File: src/rtl/uart_fifo_pkg.sv
package uart_fifo_pkg;

    typedef enum logic [1:0] {
        TMO_IDLE,
        TMO_COUNT,
        TMO_FLAGGED
    } tmo_state_t;

    // bit ticks in one character: start + data + parity + stop
    function automatic logic [3:0] frame_bits(input logic [3:0] f);
        logic [3:0] n;
        n = 4'd1 + {2'b00, f[1:0]} + 4'd5 + {3'b000, f[3]} + (f[2] ? 4'd2 : 4'd1);
        return n;
    endfunction

    function automatic logic [4:0] trig_level(input logic [1:0] code);
        logic [4:0] l;
        unique case (code)
            2'b00:   l = 5'd1;
            2'b01:   l = 5'd4;
            2'b10:   l = 5'd8;
            default: l = 5'd14;
        endcase
        return l;
    endfunction

endpackage

File: src/rtl/uart_byte_fifo.sv
module uart_byte_fifo #(
    parameter int DEPTH = 16,
    parameter int W     = 8,
    localparam int PW   = (DEPTH > 1) ? $clog2(DEPTH) : 1,
    localparam int CW   = $clog2(DEPTH + 1)
) (
    input  logic          clk,
    input  logic          rst_n,
    input  logic          flush,
    input  logic          push,
    input  logic          pop,
    input  logic [W-1:0]  din,
    output logic [W-1:0]  head,
    output logic [CW-1:0] count
);
    logic [W-1:0]  mem [DEPTH];
    logic [PW-1:0] rd_ptr, wr_ptr;

    function automatic logic [PW-1:0] bump(input logic [PW-1:0] p);
        return (p == PW'(DEPTH - 1)) ? '0 : p + PW'(1);
    endfunction

    always_ff @(posedge clk) begin
        if (!rst_n || flush) begin
            rd_ptr <= '0;
            wr_ptr <= '0;
            count  <= '0;
        end else begin
            if (push) wr_ptr <= bump(wr_ptr);
            if (pop)  rd_ptr <= bump(rd_ptr);
            count <= count + CW'(push) - CW'(pop);
        end
    end

    always_ff @(posedge clk) begin
        if (rst_n && !flush && push) mem[wr_ptr] <= din;
    end

    assign head = mem[rd_ptr];

    // the caller never pushes into a full store without popping
    a_r5_no_overflow: assert property (@(posedge clk) disable iff (!rst_n)
        (push && !pop && !flush) |-> (count < CW'(DEPTH)));
    // the caller never pops an empty store
    a_r9_no_underflow: assert property (@(posedge clk) disable iff (!rst_n)
        (pop && !flush) |-> (count != '0));

endmodule

File: src/rtl/uart_rx_timeout.sv
module uart_rx_timeout
    import uart_fifo_pkg::*;
#(
    parameter int TMO_CHARS = 4,
    localparam int TCW      = $clog2(TMO_CHARS * 12 + 1)
) (
    input  logic       clk,
    input  logic       rst_n,
    input  logic       enable,
    input  logic       flush,
    input  logic       hold,
    input  logic       push_evt,
    input  logic       read_evt,
    input  logic       have_data_next,
    input  logic       have_data,
    input  logic       bit_tick,
    input  logic [3:0] fmt,
    output logic       pend
);
    tmo_state_t     st, st_n;
    logic [TCW-1:0] cnt, cnt_n;
    logic [TCW-1:0] limit;

    assign limit = TCW'(TMO_CHARS) * TCW'(frame_bits(fmt));

    always_ff @(posedge clk) begin
        if (!rst_n) begin
            st  <= TMO_IDLE;
            cnt <= '0;
        end else begin
            st  <= st_n;
            cnt <= cnt_n;
        end
    end

    always_comb begin
        st_n  = st;
        cnt_n = cnt;
        if (flush) begin
            st_n  = TMO_IDLE;
            cnt_n = '0;
        end else if (hold) begin
            st_n  = st;
        end else if (!enable || !have_data_next) begin
            st_n  = TMO_IDLE;
            cnt_n = '0;
        end else if (read_evt) begin
            st_n  = TMO_COUNT;
            cnt_n = '0;
        end else if (push_evt) begin
            cnt_n = '0;
            if (st != TMO_FLAGGED) st_n = TMO_COUNT;
        end else begin
            unique case (st)
                TMO_IDLE: st_n = TMO_IDLE;
                TMO_COUNT: begin
                    if (bit_tick) begin
                        if (cnt >= limit - TCW'(1)) begin
                            st_n  = TMO_FLAGGED;
                            cnt_n = '0;
                        end else begin
                            cnt_n = cnt + TCW'(1);
                        end
                    end
                end
                TMO_FLAGGED: st_n = TMO_FLAGGED;
                default: st_n = TMO_IDLE;
            endcase
        end
    end

    always_comb begin
        pend = (st == TMO_FLAGGED);
    end

    // a pending timeout always has data behind it
    a_r10_pend_needs_data: assert property (@(posedge clk) disable iff (!rst_n)
        pend |-> have_data);
    // a host read drops the pending flag
    a_r10_read_clears: assert property (@(posedge clk) disable iff (!rst_n)
        (read_evt && !hold && !flush) |=> !pend);

endmodule

File: src/rtl/uart_fifo_ctrl.sv
module uart_fifo_ctrl
    import uart_fifo_pkg::*;
#(
    parameter int DEPTH     = 16,
    parameter int TMO_CHARS = 4,
    localparam int CW       = $clog2(DEPTH + 1)
) (
    input  logic          clk,
    input  logic          rst_n,
    input  logic          rx_push,
    input  logic [7:0]    rx_data,
    input  logic          rx_break,
    input  logic          host_rd,
    output logic [7:0]    rd_data,
    input  logic          host_wr,
    input  logic [7:0]    wr_data,
    input  logic          tx_pop,
    output logic [7:0]    tx_data,
    input  logic [3:0]    fmt,
    input  logic          bit_tick,
    input  logic          fcr_wr,
    input  logic [7:0]    fcr_data,
    input  logic          status_rd,
    output logic          data_ready,
    output logic          overrun,
    output logic          brk_flag,
    output logic          thr_empty,
    output logic [CW-1:0] rx_count,
    output logic [CW-1:0] tx_count,
    output logic          timeout_pend,
    output logic          rx_level_hit,
    output logic          fifo_en
);
    localparam logic [7:0] FCR_KEEP = 8'hC9;

    logic [7:0]    fcr_q;
    logic          toggle, rx_flush, tx_flush, busy;
    logic [CW-1:0] cap, rx_left, tx_left, rx_cnt_next;
    logic          rd_pop, rx_full_after, rx_push_en, rx_pop_en, rx_replace;
    logic          tx_rm, tx_full_after, tx_push_en, tx_pop_en;
    logic          ovr_set, brk_set;
    logic [7:0]    rx_in, rx_head, tx_head;
    logic [4:0]    level;

    assign fifo_en  = fcr_q[0];
    assign busy     = fcr_wr;
    assign toggle   = fcr_data[0] ^ fcr_q[0];
    assign rx_flush = fcr_wr & (fcr_data[1] | toggle);
    assign tx_flush = fcr_wr & (fcr_data[2] | toggle);
    assign cap      = fifo_en ? CW'(DEPTH) : CW'(1);

    // receive side: read first, then push
    always_comb begin
        rd_pop        = !busy && host_rd && (rx_count != '0);
        rx_left       = rx_count - CW'(rd_pop);
        rx_full_after = (rx_left >= cap);
        rx_in         = rx_break ? 8'h00 : rx_data;
        rx_replace    = !busy && rx_push && rx_full_after && !fifo_en;
        rx_push_en    = (!busy && rx_push && !rx_full_after) || rx_replace;
        rx_pop_en     = rd_pop || rx_replace;
        ovr_set       = !busy && rx_push && rx_full_after;
        brk_set       = !busy && rx_push && rx_break;
        rx_cnt_next   = rx_flush ? '0 : rx_count + CW'(rx_push_en) - CW'(rx_pop_en);
    end

    // transmit side: pop first, then write (oldest dropped when full)
    always_comb begin
        tx_rm         = !busy && tx_pop && (tx_count != '0);
        tx_left       = tx_count - CW'(tx_rm);
        tx_full_after = (tx_left >= cap);
        tx_push_en    = !busy && host_wr;
        tx_pop_en     = tx_rm || (tx_push_en && tx_full_after);
    end

    always_ff @(posedge clk) begin
        if (!rst_n) begin
            fcr_q    <= '0;
            overrun  <= 1'b0;
            brk_flag <= 1'b0;
        end else begin
            if (fcr_wr) fcr_q <= fcr_data & FCR_KEEP;
            overrun  <= (overrun & ~status_rd) | ovr_set;
            brk_flag <= rx_flush ? 1'b0 : ((brk_flag & ~status_rd) | brk_set);
        end
    end

    uart_byte_fifo #(.DEPTH(DEPTH), .W(8)) u_rx_q (
        .clk(clk), .rst_n(rst_n), .flush(rx_flush),
        .push(rx_push_en), .pop(rx_pop_en), .din(rx_in),
        .head(rx_head), .count(rx_count)
    );

    uart_byte_fifo #(.DEPTH(DEPTH), .W(8)) u_tx_q (
        .clk(clk), .rst_n(rst_n), .flush(tx_flush),
        .push(tx_push_en), .pop(tx_pop_en), .din(wr_data),
        .head(tx_head), .count(tx_count)
    );

    uart_rx_timeout #(.TMO_CHARS(TMO_CHARS)) u_tmo (
        .clk(clk), .rst_n(rst_n), .enable(fifo_en),
        .flush(rx_flush), .hold(busy && !rx_flush),
        .push_evt(!busy && rx_push), .read_evt(!busy && host_rd),
        .have_data_next(rx_cnt_next != '0), .have_data(rx_count != '0),
        .bit_tick(bit_tick), .fmt(fmt), .pend(timeout_pend)
    );

    assign level        = trig_level(fcr_q[7:6]);
    assign data_ready   = (rx_count != '0);
    assign thr_empty    = (tx_count == '0);
    assign rx_level_hit = fifo_en ? (rx_count >= CW'(level)) : data_ready;
    assign rd_data      = data_ready ? rx_head : 8'h00;
    assign tx_data      = thr_empty ? 8'h00 : tx_head;

    // a receive flush leaves nothing behind
    a_r3_rx_flush: assert property (@(posedge clk) disable iff (!rst_n)
        (fcr_wr && fcr_data[1]) |=> (rx_count == '0 && !brk_flag && !timeout_pend));
    // changing the enable empties both sides
    a_r4_toggle_flush: assert property (@(posedge clk) disable iff (!rst_n)
        (fcr_wr && (fcr_data[0] != fifo_en)) |=> (rx_count == '0 && thr_empty));
    // full receive queue refuses the byte and flags overrun
    a_r5_rx_drop: assert property (@(posedge clk) disable iff (!rst_n)
        (!fcr_wr && fifo_en && rx_count == CW'(DEPTH) && rx_push && !host_rd)
        |=> (rx_count == CW'(DEPTH) && overrun));
    // full transmit queue stays full on a write
    a_r6_tx_full: assert property (@(posedge clk) disable iff (!rst_n)
        (!fcr_wr && fifo_en && tx_count == CW'(DEPTH) && host_wr && !tx_pop)
        |=> (tx_count == CW'(DEPTH)));
    // break raises both flags
    a_r8_break: assert property (@(posedge clk) disable iff (!rst_n)
        (!fcr_wr && rx_push && rx_break) |=> (brk_flag && data_ready));

endmodule

File: config.mk
export PLATFORM = sky130hd
export DESIGN_NAME = uart_fifo_ctrl
export DESIGN_NICKNAME = d
export VERILOG_FILES = /design/src/rtl/uart_fifo_pkg.sv /design/src/rtl/uart_byte_fifo.sv /design/src/rtl/uart_rx_timeout.sv /design/src/rtl/uart_fifo_ctrl.sv
export SDC_FILE = /design/constraint.sdc
export NUM_CORES = 1
export LEC_CHECK = 0
export BUFFER_PORTS_ARGS = -buffer_cell sky130_fd_sc_hd__buf_2
export CORE_MARGIN = 4
export CORE_UTILIZATION = 25
export CTS_CLUSTER_DIAMETER = 80
export CTS_CLUSTER_SIZE = 28
export DETAILED_ROUTE_END_ITERATION = 16
export HOLD_SLACK_MARGIN = 0.1
export PLACE_DENSITY = 0.46
export SYNTH_ARGS = -nofsm -noshare
export SYNTH_HDL_FRONTEND = slang
export SYNTH_SLANG_ARGS = --single-unit
File: constraint.sdc
create_clock -name clk -period 8.4 [get_ports clk]
set_input_delay 0.84 -clock clk [delete_from_list [all_inputs] [get_ports clk]]
set_output_delay 0.84 -clock clk [all_outputs]
set_load 0.1 [all_outputs]
==> metrics.txt <==
status=finished, final reports clean; RSZ-0062 raised after global routing=no; Async S/R FF share, synth=0; Setup crit end kind=register; LEAKAGE=between 4 and 5 nW; crit path kind=reg2reg; synthesized flop and latch total=303; crit path launch type=register; Placer Congestion=0.7255; CP max stage cell=nor4_1; relative slew slack=0.1517; remaining global-route overflow=0; Least-Margin Pin Slew=between 1 and 1.5 ns; DR vias=6636; Starting DRT DRC Count=387; initial antenna violation count=0; count leader, synth=edfxtp_1; die area=0.05570 sq mm; vias in the first global route=7019; Worst-path clk slew=about 0.1 ns; sinks on the clock net=303; worst vdd ir=between 0.00015 and 0.0002 V; WL final=28650 um; final period utilization=0.6935; share of layout cells above drive strength 1=0.2346; nets=944; post-route setup TNS=0 ns; DR WL/cell=18.59 um; Setup violations, final=0; Max Fclk=around 0.17 GHz; Slew Limit Fails=0; CP Cell Sequence=inv_1 > ha_1 > inv_1 > nor4_1 > nor2_1 > ha_1 > ha_1 > o21ai_0 > xnor2_1 > ha_1 > o21ai_0 > o32a_1 > inv_1 > ha_1 > inv_1 > ha_1 > fa_1 > xnor2_1 > nor3_1 > a311o_2 > o21bai_2 > or4_1 > a21oi_1; # IOs=71; Seq/Total Area, Yosys=0.6639; synthesized area per cell=16.70 sq um; Syn-to-layout area delta=14.60%; Post-Synthesis Cells=778; Final Cell Area=0.01489 sq mm; drt first pass iters=4; Netlist cell types=50; CTS H-Tree Depth=1; hold-fix buffers at CTS=0; die width=236 um; CTS Buf Count=19; top cells by area, synth=edfxtp_1 (59%), mux4_2 (14%), dfxtp_1 (7.2%); Via density=roughly 4.3; critical path data arrival time=6.28 ns; Post-synth top cells=edfxtp_1 (256), mux4_2 (80), nor2_1 (56); dpl hpwl=~19000 um; Clock Tree Buf Depth=3; row count=83; clk root buf=clkbuf_16; clk_lat worst skew=roughly 0.54 ns; CTS tree=yes; antenna viol nets, final=0; setup repair bufs after CTS=0; IO buf count=67; maxcap violations=0; initial core utilization=0.2528; mapped cell area=approximately 0.013 sq mm; DRC=0; worst-case clock skew=0.02352 ns; core area=roughly 0.051 sq mm; All-Layer GR Usage=0.1015; Synth top area share=0.5915; CP max FO=8; ys flop type=edfxtp_1; Antenna diodes=0; Cell Pwr Density=267.7 mW/mm^2; Post-synth EDFFs=256; Fin. Hold Viols=0; crit path time final=5.825 ns; CP required=8.86 ns; Yosys Warn Count=0; post-CTS sizing=0; Syn Nets=just under 900; first-pass GRT wire length=44160 um; worst hold path class=reg2reg; dpl cell area=0.01423 sq mm; slowest stage delay, CP=0.64 ns; largest net degree at the start of global routing=33; area leader, netlist=edfxtp_1; critical path's most frequent cell=ha_1; Die Y=236 um
-- state kept, by name (all words and copies together), names as in the netlist, named ones only --
| signal | cells |
|---|---|
| brk_flag | 1 |
| fcr_q | 3 |
| u_rx_q.wr_ptr | 4 |
| u_tx_q.rd_ptr | 4 |
| u_tx_q.count | 5 |
| u_rx_q.mem | 128 |
| u_tx_q.wr_ptr | 4 |
| u_tx_q.mem | 128 |
| u_tmo.cnt | 6 |
| u_rx_q.rd_ptr | 4 |
| u_tmo.st | 2 |
| overrun | 1 |
| u_rx_q.count | 5 |
-- worst paths after layout --
path                   startpoint           end  slack (ns)  cells after the start
setup / recovery  u_rx_q.count[2]  u_tmo.cnt[2]        2.57                     23
hold / removal        u_tmo.st[1]   u_tmo.st[1]        0.51                      2
setup reg to reg  u_rx_q.count[2]  u_tmo.cnt[2]        2.57                     23
hold reg to reg       u_tmo.st[1]   u_tmo.st[1]        0.51                      2
-- cells by family (layout without fill, tap and decap cells) --
group | Yosys count | in the layout | share of synthesized area
DFF | 303 | 303 | 0.6639
and+or+nand+nor | 171 | 171 | 0.06758
muxes | 86 | 86 | 0.1433
AOI/OAI and AO/OA | 69 | 69 | 0.03216
buffers and inverters | 69 | 152 | 0.02070
adders and majority gates | 56 | 56 | 0.05622
xor gates and xnor gates | 24 | 24 | 0.01617
-- cells in the final DEF (no fill, tap or decap), types with 6 or more instances in the layout --
| cell | n |
|---|---|
| ha_1 | 52 |
| nor2_1 | 56 |
| nand3_1 | 9 |
| a21oi_1 | 25 |
| xor2_1 | 12 |
| mux2i_1 | 6 |
| dfxtp_1 | 45 |
| nand2_1 | 23 |
| nor2b_1 | 26 |
| nor3_1 | 9 |
| and2_1 | 17 |
| clkbuf_16 | 19 |
| buf_2 | 67 |
| xnor2_1 | 12 |
| inv_1 | 43 |
| mux4_2 | 80 |
| edfxtp_1 | 256 |
| buf_4 | 9 |
| o21ai_0 | 20 |
-- power breakdown --
part	switching (mW)	internal, mW	total (mW)
sequential	0.0297	1.65	1.68
clock	0.573	0.457	1.03
combinational	0.911	0.361	1.27
total	1.51	2.47	3.99
-- metrics by stage --
| stage | std cells | setup WS (ns) | util | power, mW | hold slack [ns] |
|---|---|---|---|---|---|
| 6_report | 1541 | 2.575 | 0.2897 | 3.987 | 0.5127 |
| 5_1_grt | 1541 | 2.013 | 0.2897 | 4.187 | 0.5462 |
| 4_1_cts | 1541 | 2.482 | 0.2897 | 4.051 | 0.5156 |
| 2_1_floorplan | 778 | 2.253 | - | 2.741 | 0.4687 |
| 3_5_place_dp | 1509 | 2.522 | 0.2768 | 3.010 | 0.4993 |
| 3_3_place_gp | 1509 | 2.625 | 0.2768 | 3.000 | 0.4916 |
-- metal layers --
metal | part of all wire | up-vias | track usage
li1 | - | 3120 | -
met1 | 0.47 | 3404 | 0.1408
met2 | 0.49 | 82 | 0.1702
met3 | 0.031 | 30 | 0.01438
met4 | 0.017 | 0 | 0.02260
met5 | 0 | - | 0
-- layout make-up --
class / count / area [sq um]
Clock buffer: 20 / 479.2
Clock inverter: 12 / 186.4
Fill cell: 5152 / 36510
Inverter: 44 / 165.2
Multi-Input combinational cell: 406 / 4179
Sequential cell: 303 / 8631
Tap cell: 680 / 850.8
Timing Repair Buffer: 76 / 402.9
-- worst max-delay path, delay by kind of cell (launching register included) --
kind / cells / cell delay [ns]
compound gates: 6 / 1.44
xor+xnor: 2 / 0.31
fa+ha+maj: 7 / 1.78
buf+inv: 4 / 0.33
flops: 1 / 0.39
simple gates: 4 / 1.49
Power figures use the tool's default switching activity.
